## config.mk

```make
export PLATFORM = sky130hd
export DESIGN_NAME = mac_mode_ctrl
export DESIGN_NICKNAME = d
export VERILOG_FILES = /design/src/rtl/mac_mode_ctrl.sv
export SDC_FILE = /design/constraint.sdc
export NUM_CORES = 1
export LEC_CHECK = 0
export ABC_AREA = 1
export BUFFER_PORTS_ARGS = -buffer_cell sky130_fd_sc_hd__buf_4
export CAP_MARGIN = 20
export CORE_UTILIZATION = 41
export CTS_CLUSTER_DIAMETER = 150
export CTS_CLUSTER_SIZE = 8
export DETAILED_ROUTE_END_ITERATION = 16
export PLACE_DENSITY = 0.82
export SETUP_SLACK_MARGIN = 0.05
export SYNTH_ARGS = -nofsm -noshare
export SYNTH_HDL_FRONTEND = slang
export SYNTH_SLANG_ARGS = --single-unit
export TNS_END_PERCENT = 100
```

## constraint.sdc

```tcl
create_clock -name clk -period 1.5 [get_ports clk]
set_input_delay 0.45 -clock clk [delete_from_list [all_inputs] [get_ports clk]]
set_output_delay 0.45 -clock clk [all_outputs]
set_load 0.005 [all_outputs]
```

## src/rtl/mac_mode_ctrl.sv

```systemverilog
module mac_mode_ctrl (
  input  logic        clk,
  input  logic        rst_n,
  input  logic        wr_en,
  input  logic [31:0] wdata,
  output logic [31:0] rdata,
  input  logic        ext_fdx,
  input  logic        ext_gig,
  input  logic        ext_rxfc,
  input  logic        ext_txfc,
  output logic        fdx_eff,
  output logic        gig_eff,
  output logic        rxfc_eff,
  output logic        txfc_eff,
  output logic        fdx_cfg,
  output logic        gig_cfg,
  output logic        gmii_rst,
  output logic        loopback,
  output logic        crc_sel,
  output logic        ifc_a,
  output logic        ifc_b,
  output logic        test_wr_ok
);
  localparam logic [31:0] WMASK = 32'h01FF_9CFF;
  localparam int B_FDX = 0, B_LPBK = 1, B_TEST = 2, B_RXFC = 3, B_TXFC = 4,
                 B_GMII = 5, B_GIG = 7, B_CRC = 12, B_IFA = 15, B_IFB = 16,
                 B_GFRC = 17, B_EXT = 18, B_XRX = 19, B_XTX = 20;

  logic [31:0] ctrl_q;
  logic        sel_fdx, sel_gig;

  always_ff @(posedge clk or negedge rst_n)
    if (!rst_n)     ctrl_q <= '0;
    else if (wr_en) ctrl_q <= wdata & WMASK;

  assign rdata      = ctrl_q;
  assign sel_fdx    = ctrl_q[B_EXT] ? ext_fdx : ctrl_q[B_FDX];
  assign sel_gig    = ctrl_q[B_EXT] ? ext_gig : ctrl_q[B_GIG];
  assign gig_eff    = sel_gig | ctrl_q[B_GFRC];
  assign fdx_eff    = sel_fdx | gig_eff | ctrl_q[B_LPBK];
  assign rxfc_eff   = ctrl_q[B_XRX] ? ext_rxfc : ctrl_q[B_RXFC];
  assign txfc_eff   = ctrl_q[B_XTX] ? ext_txfc : ctrl_q[B_TXFC];
  assign fdx_cfg    = ctrl_q[B_FDX];
  assign gig_cfg    = ctrl_q[B_GIG];
  assign gmii_rst   = ~ctrl_q[B_GMII];
  assign loopback   = ctrl_q[B_LPBK];
  assign crc_sel    = ctrl_q[B_CRC];
  assign ifc_a      = ctrl_q[B_IFA];
  assign ifc_b      = ctrl_q[B_IFB];
  assign test_wr_ok = ctrl_q[B_TEST];
endmodule


```

==> impl_metrics.toml, run 1 <==
[synthesis]
synth-edff-count = 0
synth_ff_type = "dfrtp_1"
seq_area_frac_synth = 0.524
yosysMostFrequentCell = "nand2_1"
ys_ff_latch = 21
synthTopCellsByArea = "dfrtp_1, buf_4, nand2_1, o21ai_0, inv_1"
yosysUniqueCellTypes = 9
syn_inst = 121
yosysTopAreaCellShare = 0.524
synth_area_per_cell_sq_um = 8.28
async_flop_share = 1.00
post-synth-top-area-cell = "dfrtp_1"
yosysWarnings = 0
synth_common_cells = "nand2_1, inv_1, dfrtp_1"
netlist_area_sq_um = 1000

[setup_path]
reg2reg_to = "rdata[3]"
start_kind = "flip-flop"
crit_fanout = 6
rrSetupSlack_ns = 0.73
crit_type = "reg -> out"
arrival_ns = 1.20
end_kind = "primary output"
rr_startpoint = "rdata[3]"
required_ns = 1.05
reg2reg_depth = 3

[sta]
max_freq_mhz = 605
fin_crit_ns = 1.65
skew_ns = 0
timing.hold.ws_ns = 0.0131
worst_slack_ns = -0.154
rsz0062_at_grt = "true"
hold_viol = 0
slew_viol_final = 0
fin_crit_sh = 1.10
setup_tns_ns = -0.291
setup_viol = 2

[placement]
io_buffer_count = 60
pre_cts_slack_ns = 0.0765
gp_congestion = 0.739
dpl-instance-area_sq_um = 1370
hpwl_um = 1670

[final_layout]
fill_cells = 200
nets = 216
fin_util = 0.634
final_area_sq_um = 1430
largest_register_ffs = 21
syn_to_final_growth_pct = 42.7
drive_gt1_frac = 0.398
antenna_cells = 0

[floorplan]
fp.dieW_um = 51.4
die_area_sq_um = 2650
rows = 17
core-area_sq_um = 2250
initial_core_util = 0.445
die_h_um = 51.4
design.portCount = 83

[grt]
antenna_found_initial = 0
track_usage = 0.173
grt_pass1_wl_um = 3360
grt_remaining_overflow = 0
grt_start_max_net_pins = 43
grt_pass1_vias = 809

[route]
routedWlPerCell_um = 10.6
drt_iter0_markers = 8
ant_nets = 0
vias = 898
routed_via_density = 4.40
dr.pass1.iters = 6
routed_wl_um = 2160
drc = 0

[worst_hold_path]
hold_path_class = "in -> async"

[clocking]
cts_max_path_buffers = 2
insertion_delay_ns = 0.29
cts_made_buffers = 3
root_buffer = "clkbuf_4"
cts_tree = "built"
cts_hold_buffers = 0
numClockSinks = 21
clk_pin_slew_ns = 0.11
htreeDepth = 1

[status]
status = "finished, violations left"
violations = "setup timing"

[power_and_ir_drop]
p_leak_nw = 0.809
p_per_area_nw_per_um2 = 854
max-vdd-ir-drop_v = 0.000509

[flow_run]
cap_violations = 0
-- how the worst max path moves through the flow --
stage / endpoint / cells past startpoint / from
detailed placement: fdx_eff / 6 / ext_gig
floorplan: fdx_eff / 4 / ext_gig
CTS: fdx_eff / 5 / rdata[18]
global placement: fdx_eff / 6 / ext_gig
global route: fdx_eff / 5 / rdata[18]
finish: fdx_eff / 5 / rdata[18]
-- cell type report --
type                       instances  area (sq um)  area share
timing repair buffer              63           480       0.336
multi-input combinational         66           279       0.195
sequential                        21           527       0.368
tap                               28          35.0      0.0245
inverter                          22          82.6      0.0577
clock buffer                       4          26.3      0.0184
-- layer usage --
| metal | GRT usage | vias up | part of all wire |
|---|---|---|---|
| met5 | 0 | - | 0 |
| met1 | 0.191 | 405 | 0.38 |
| met3 | 0.0179 | 4 | 0.076 |
| met4 | 0.0946 | 0 | 0.018 |
| li1 | - | 444 | - |
| met2 | 0.318 | 45 | 0.52 |
-- timing repair --
| action | CTS | global route |
|---|---|---|
| hold endpoints to repair | 0 | 0 |
| pin swaps | 0 | 3 |
| setup buffers | 1 | 2 |
| gates resized for setup | 3 | 5 |
| setup endpoints to repair | 4 | 5 |
-- cells by family after synthesis --
kind of cell | after synthesis | share of synthesized area
buffers and inverters | 44 | 0.237
AOI/OAI and AO/OA | 23 | 0.115
other | 1 | 0.00374
and+or+nand+nor | 32 | 0.120
DFF | 21 | 0.524
-- through the flow --
| stage | std cells | total power, mW |
|---|---|---|
| 2_1_floorplan | 131 | 0.795 |
| 3_3_place_gp | 197 | 0.947 |
| 3_5_place_dp | 197 | 0.959 |
| 4_1_cts | 202 | 1.23 |
| 5_1_grt | 204 | 1.30 |
| 6_report | 204 | 1.22 |
-- worst max-delay path, stage by stage, from the launching register on --
cell and delay, ns:
dfrtp_2 0.45, nand2_1 0.08, nand2_1 0.08, nor2_2 0.12, nand2_1 0.06, buf_4 0.13
-- layout by cell type, fill, tap and decap left out --
| cell | n |
|---|---|
| dfrtp_1 | 20 |
| conb_1 | 11 |
| inv_2 | 2 |
| dfrtp_2 | 1 |
| clkbuf_4 | 3 |
| nor2_2 | 1 |
| buf_6 | 2 |
| clkbuf_1 | 1 |
| o21ai_1 | 5 |
| nor2_1 | 3 |
| inv_1 | 20 |
| nand2_1 | 28 |
| buf_4 | 61 |
| o21ai_0 | 18 |
-- report_power, final --
| group | internal (mW) | switching (mW) | leakage (nW) |
|---|---|---|---|
| clock | 0.103 | 0.154 | 0.0150 |
| sequential | 0.617 | 0.0371 | 0.254 |
| combinational | 0.183 | 0.127 | 0.540 |
Power figures use the tool's default switching activity.
==> run 2, diff against run 1 <==
- MAX_ROUTING_LAYER: unset -> met4
==> run 2 against run 1 <==
Effect of this change:
- the flow still finishes with violations (setup timing)
- sequential power about the same
- clock power about the same
- die area unchanged
- worst hold slack better by 0.00085 ns
- critical path depth unchanged
- sequential share of layout area unchanged
==> impl_metrics.toml, run 2 (synthesis gave the netlist of run 1 again) <==
[floorplan]
design.portCount = 83
initial_core_util = 0.445
rows = 17
die_h_um = 51.4
fp.dieW_um = 51.4
die_area_sq_um = 2650
core-area_sq_um = 2250

[setup_path]
crit_type = "reg -> out"
slowest_delay_ns = 0.45
cp_top_family = "flip-flops"
critPathMostFrequentCell = "nand2_1"
crit_chain = "nand2_1 > nand2_1 > nor2_2 > nand2_1 > buf_4"
crit_fanout = 6
end_kind = "primary output"
required_ns = 1.05
cpMaxStageDelayCell = "dfrtp_2"
crit_buf_inv = 1
start_kind = "flip-flop"
arrival_ns = 1.20

[final_layout]
regArea_sq_um = 527
drive_gt1_frac = 0.398
final_cells = 204
syn_to_final_growth_pct = 42.7
layout_common_cells = "buf_4, nand2_1, inv_1, dfrtp_1, o21ai_0"
largest_register_ffs = 21
fill_cells = 200
fin_util = 0.634
antenna_cells = 0
final_common_cell = "buf_4"
multi_input_comb_area_sq_um = 279
nets = 216

[status]
violations = "setup timing"
status = "finished, violations left"

[route]
ant_nets = 0
vias = 894
dr.pass1.iters = 4
routedWlPerCell_um = 10.5
routed_wl_um = 2150
drc = 0
drt_iter0_markers = 11
routed_via_density = 4.38

[grt]
track_usage = 0.177
antenna_found_initial = 0
grt_start_max_net_pins = 43
grt_pass1_wl_um = 3360
grt_remaining_overflow = 0
grt_pass1_vias = 808

[sta]
setup_viol = 2
skew_ns = 0
slew_viol_final = 0
timing.hold.ws_ns = 0.0140
fin_crit_sh = 1.10
fin_crit_ns = 1.65
hold_viol = 0
worst_slack_ns = -0.152
rsz0062_at_grt = "true"
max_freq_mhz = 605

[worst_hold_path]
hold_path_class = "in -> async"

[power_and_ir_drop]
p_per_area_nw_per_um2 = 853
max-vdd-ir-drop_v = 0.000508
p_leak_nw = 0.809

[clocking]
insertion_delay_ns = 0.28
numClockSinks = 21
root_buffer = "clkbuf_4"
cts_made_buffers = 3
cts_tree = "built"
cts_hold_buffers = 0
clk_pin_slew_ns = 0.11
cts_max_path_buffers = 2
htreeDepth = 1

[placement]
io_buffer_count = 60
place_inst = 197
hpwl_um = 1670
gp_congestion = 0.748

[flow_run]
cap_violations = 0
==> run 2: cell counts in the layout (fill, tap and decap cells not counted) <==
No cell type changed its count.
==> run 2: worst paths after layout <==
| check | end | cells after the start | slack, ns | from |
|---|---|---|---|---|
| min in group clk | rdata[15] | 3 | 0.36 | wdata[15] |
| hold reg to reg | rdata[11] | 2 | 0.52 | rdata[11] |
| hold / removal | rdata[11] | 1 | 0.01 | rst_n |
| max in group asynchronous | rdata[18] | 1 | 1.25 | rst_n |
| setup reg to reg | rdata[3] | 3 | 0.73 | rdata[3] |
| setup / recovery | fdx_eff | 5 | -0.15 | rdata[18] |
==> run 2: area by class of cell <==
class	count	area share
Multi-Input combinational cell	66	0.195
Inverter	22	0.0577
Clock buffer	4	0.0184
Sequential cell	21	0.368
Timing Repair Buffer	63	0.336
Tap cell	28	0.0245
==> run 2: metal layers <==
layer	global-route usage	wire length [um]	vias up
li1	-	-	444
met1	0.191	820	401
met2	0.318	1130	45
met3	0.0179	160	4
met4	0.0946	40	0
met5	-	0	-
==> run 2: power by group <==
part	leakage, nW	internal, mW	switching (mW)
Sequential	0.254	0.617	0.0369
Clock	0.0150	0.103	0.153
Combinational	0.540	0.183	0.127
Total	0.809	0.903	0.317
==> run 2: through the flow <==
| step | setup slack, ns | TNS, ns | cell area, sq um | total power, mW |
|---|---|---|---|---|
| 2_1_floorplan | 0.349 | 0 | 1040 | 0.795 |
| 3_3_place_gp | 0.106 | 0 | 1370 | 0.947 |
| 3_5_place_dp | 0.0765 | 0 | 1370 | 0.959 |
| 4_1_cts | -0.153 | -0.290 | 1410 | 1.23 |
| 5_1_grt | -0.215 | -0.417 | 1430 | 1.30 |
| 6_report | -0.152 | -0.286 | 1430 | 1.22 |
==> run 2: timing repair <==
action	4_1_cts	5_1_grt
endpoints found under the hold margin	0	0
setup buffers	1	2
setup endpoints to repair	4	5
pin swaps	0	3
gates resized for setup	3	5
==> run 3, diff against run 2 <==
- ABC_AREA: 1 -> unset
- CORE_UTILIZATION: 41 -> 40
- PLACE_DENSITY: 0.82 -> 0.81
==> run 3 against run 2 <==
Effect of this change:
- the run still ends with setup timing left
- core utilization up 3.6 points
- power up 8.0%
- combinational power up 26%
- largest power group unchanged
- synthesized cell count down 41%
- worst setup slack worse by 0.45 ns
- maximum frequency down 21%
- cell area up 5.7%
- sequential cell count unchanged
- worst hold slack worse by 0.0042 ns
- critical path depth down 2
==> impl_metrics.toml, run 3 <==
[synthesis]
yosysMostFrequentCell = "mux2_2"
synth_top_family_by_area = "multiplexers"
async_flop_share = 1.00
seq_area_frac_synth = 0.537
synth_compound_area_frac = 0.00512
yosysWarnings = 0
synth_ff_type = "dfrtp_1"
synth_mux_area_frac = 0.280
post-synth-top-area-cell = "dfrtp_1"
synth-edff-count = 0
synth_xor_area_frac = 0
synth_fa_ha_area_frac = 0
syn_inst = 71
ys_ff_latch = 21
yosys.area_share.simple = 0.0217
synth_area_per_cell_sq_um = 13.8
synth_common_cells = "mux2_2, dfrtp_1, buf_4"
synthTopCellsByArea = "dfrtp_1, mux2_2, buf_4, mux2_4, mux2_1"
yosysUniqueCellTypes = 12
netlist_area_sq_um = 978
yosysTopAreaCellShare = 0.537

[placement]
pre_cts_slack_ns = -0.377
gp_congestion = 0.669
dpl-instance-area_sq_um = 1390
place_inst = 154
io_buffer_count = 60
hpwl_um = 1340

[sta]
fin_crit_sh = 1.40
hold_viol = 0
skew_ns = 0
slew_viol_final = 0
setup_viol = 4
fin_crit_ns = 2.10
rsz0062_at_grt = "true"
worst_slack_ns = -0.601
max_freq_mhz = 476

[floorplan]
fp.dieW_um = 51.5
initial_core_util = 0.434
core-area_sq_um = 2250
die_area_sq_um = 2650
die_h_um = 51.5
design.portCount = 83
rows = 17

[setup_path]
crit_type = "reg -> out"
crit_end = "fdx_eff"
reg2reg_to = "rdata[18]"
rrSetupSlack_ns = 0.57
start_kind = "flip-flop"
crit_fanout = 3
required_ns = 1.05
arrival_ns = 1.65
cpMaxStageDelayCell = "or4_4"
worstSetupStartpoint = "rdata[18]"
slowest_delay_ns = 0.49
reg2reg_depth = 2
end_kind = "primary output"
rr_startpoint = "rdata[18]"
crit_chain = "mux2_4 > or4_4 > buf_6"

[grt]
grt_start_max_net_pins = 23
grt_remaining_overflow = 0
antenna_found_initial = 0
grt_pass1_vias = 760
track_usage = 0.160
grt_pass1_wl_um = 3060

[final_layout]
largest_register_ffs = 21
layout_common_cells = "buf_4, dfrtp_1, mux2_2, buf_6, conb_1"
antenna_cells = 0
final_cells = 161
drive_gt1_frac = 0.729
final_common_cell = "buf_4"
fin_util = 0.670
nets = 173
syn_to_final_growth_pct = 54.5
final_area_sq_um = 1510

[route]
ant_nets = 0
drc = 0
routed_via_density = 4.45
vias = 717
routedWlPerCell_um = 12.0
drt_iter0_markers = 4
dr.pass1.iters = 4
routed_wl_um = 1930

[clocking]
clk_pin_slew_ns = 0.11
cts_max_path_buffers = 2
numClockSinks = 21
insertion_delay_ns = 0.29
cts_made_buffers = 3
htreeDepth = 1
cts_tree = "built"
root_buffer = "clkbuf_4"

[power_and_ir_drop]
power_mw = 1.32
p_per_area_nw_per_um2 = 871
p_leak_nw = 0.768
max-vdd-ir-drop_v = 0.000517

[status]
status = "finished, violations left"
violations = "setup timing"

[worst_hold_path]
hold_path_class = "in -> async"

[flow_run]
cap_violations = 0
run 3: changes by cell type after synthesis, moves of 2 or more:
| cell | delta |
|---|---|
| buf_2 | -2 |
| inv_1 | -21 |
| mux2_2 | +22 |
| nand2_1 | -27 |
| nor2_1 | -4 |
| o21ai_0 | -19 |
| o21ai_1 | -3 |
run 3: critical path: cells and delay by family, from the launching register on:
family,cells,cell delay (ns)
simple gates,1,0.49
flops,1,0.43
mux,1,0.31
buf+inv,1,0.13
run 3: what timing repair did:
item / 4_1_cts / 5_1_grt
hold buffers: 0 / 0
setup endpoints to repair: 5 / 14
setup buffers: 3 / 2
pin swaps: 0 / 2
gates resized for setup: 5 / 13
run 3: stage by stage:
stage | setup TNS [ns] | hold slack, ns
finish | -1.25 | 0.00979
global route | -1.46 | 0.0109
CTS | -1.26 | 0.00762
detailed placement | -0.487 | 0.348
global placement | -0.458 | 0.346
floorplan | -0.131 | 0.154
run 3: area by class of cell:
| type | count | area, sq um |
|---|---|---|
| sequential | 21 | 526 |
| multi-input combinational | 39 | 353 |
| tap | 28 | 35.0 |
| inverter | 1 | 3.75 |
| clock buffer | 3 | 22.5 |
| timing repair buffer | 68 | 567 |
| fill | 176 | 743 |
| clock inverter | 1 | 5.00 |
run 3: logic make-up after synthesis:
logic type             count (synthesis)
AO/OA/AOI/OAI                          1
buffers and inverters                 21
flip-flops                            21
multiplexers                          24
other                                  1
AND/OR/NAND/NOR                        3
run 3: power breakdown:
part	leakage [nW]	total (mW)	internal (mW)	switching (mW)
Combinational	0.505	0.390	0.272	0.118
Clock	0.0177	0.264	0.0992	0.165
Sequential	0.246	0.663	0.622	0.0408
Total	0.768	1.32	0.993	0.324
run 3: metal layers:
metal	track usage	part of all wire
met2	0.279	0.49
met1	0.192	0.41
met3	0.0179	0.086
met5	-	0
met4	0.0541	0.0047
run 3: how the worst min path moves through the flow:
stage | start | end | slack, ns | cells past startpoint
detailed placement | rst_n | rdata[12] | 0.35 | 1
global placement | rst_n | rdata[15] | 0.35 | 1
CTS | rst_n | rdata[5] | 0.008 | 1
global route | rst_n | rdata[18] | 0.01 | 1
finish | rst_n | rdata[24] | 0.01 | 1
floorplan | rst_n | rdata[0] | 0.15 | 0
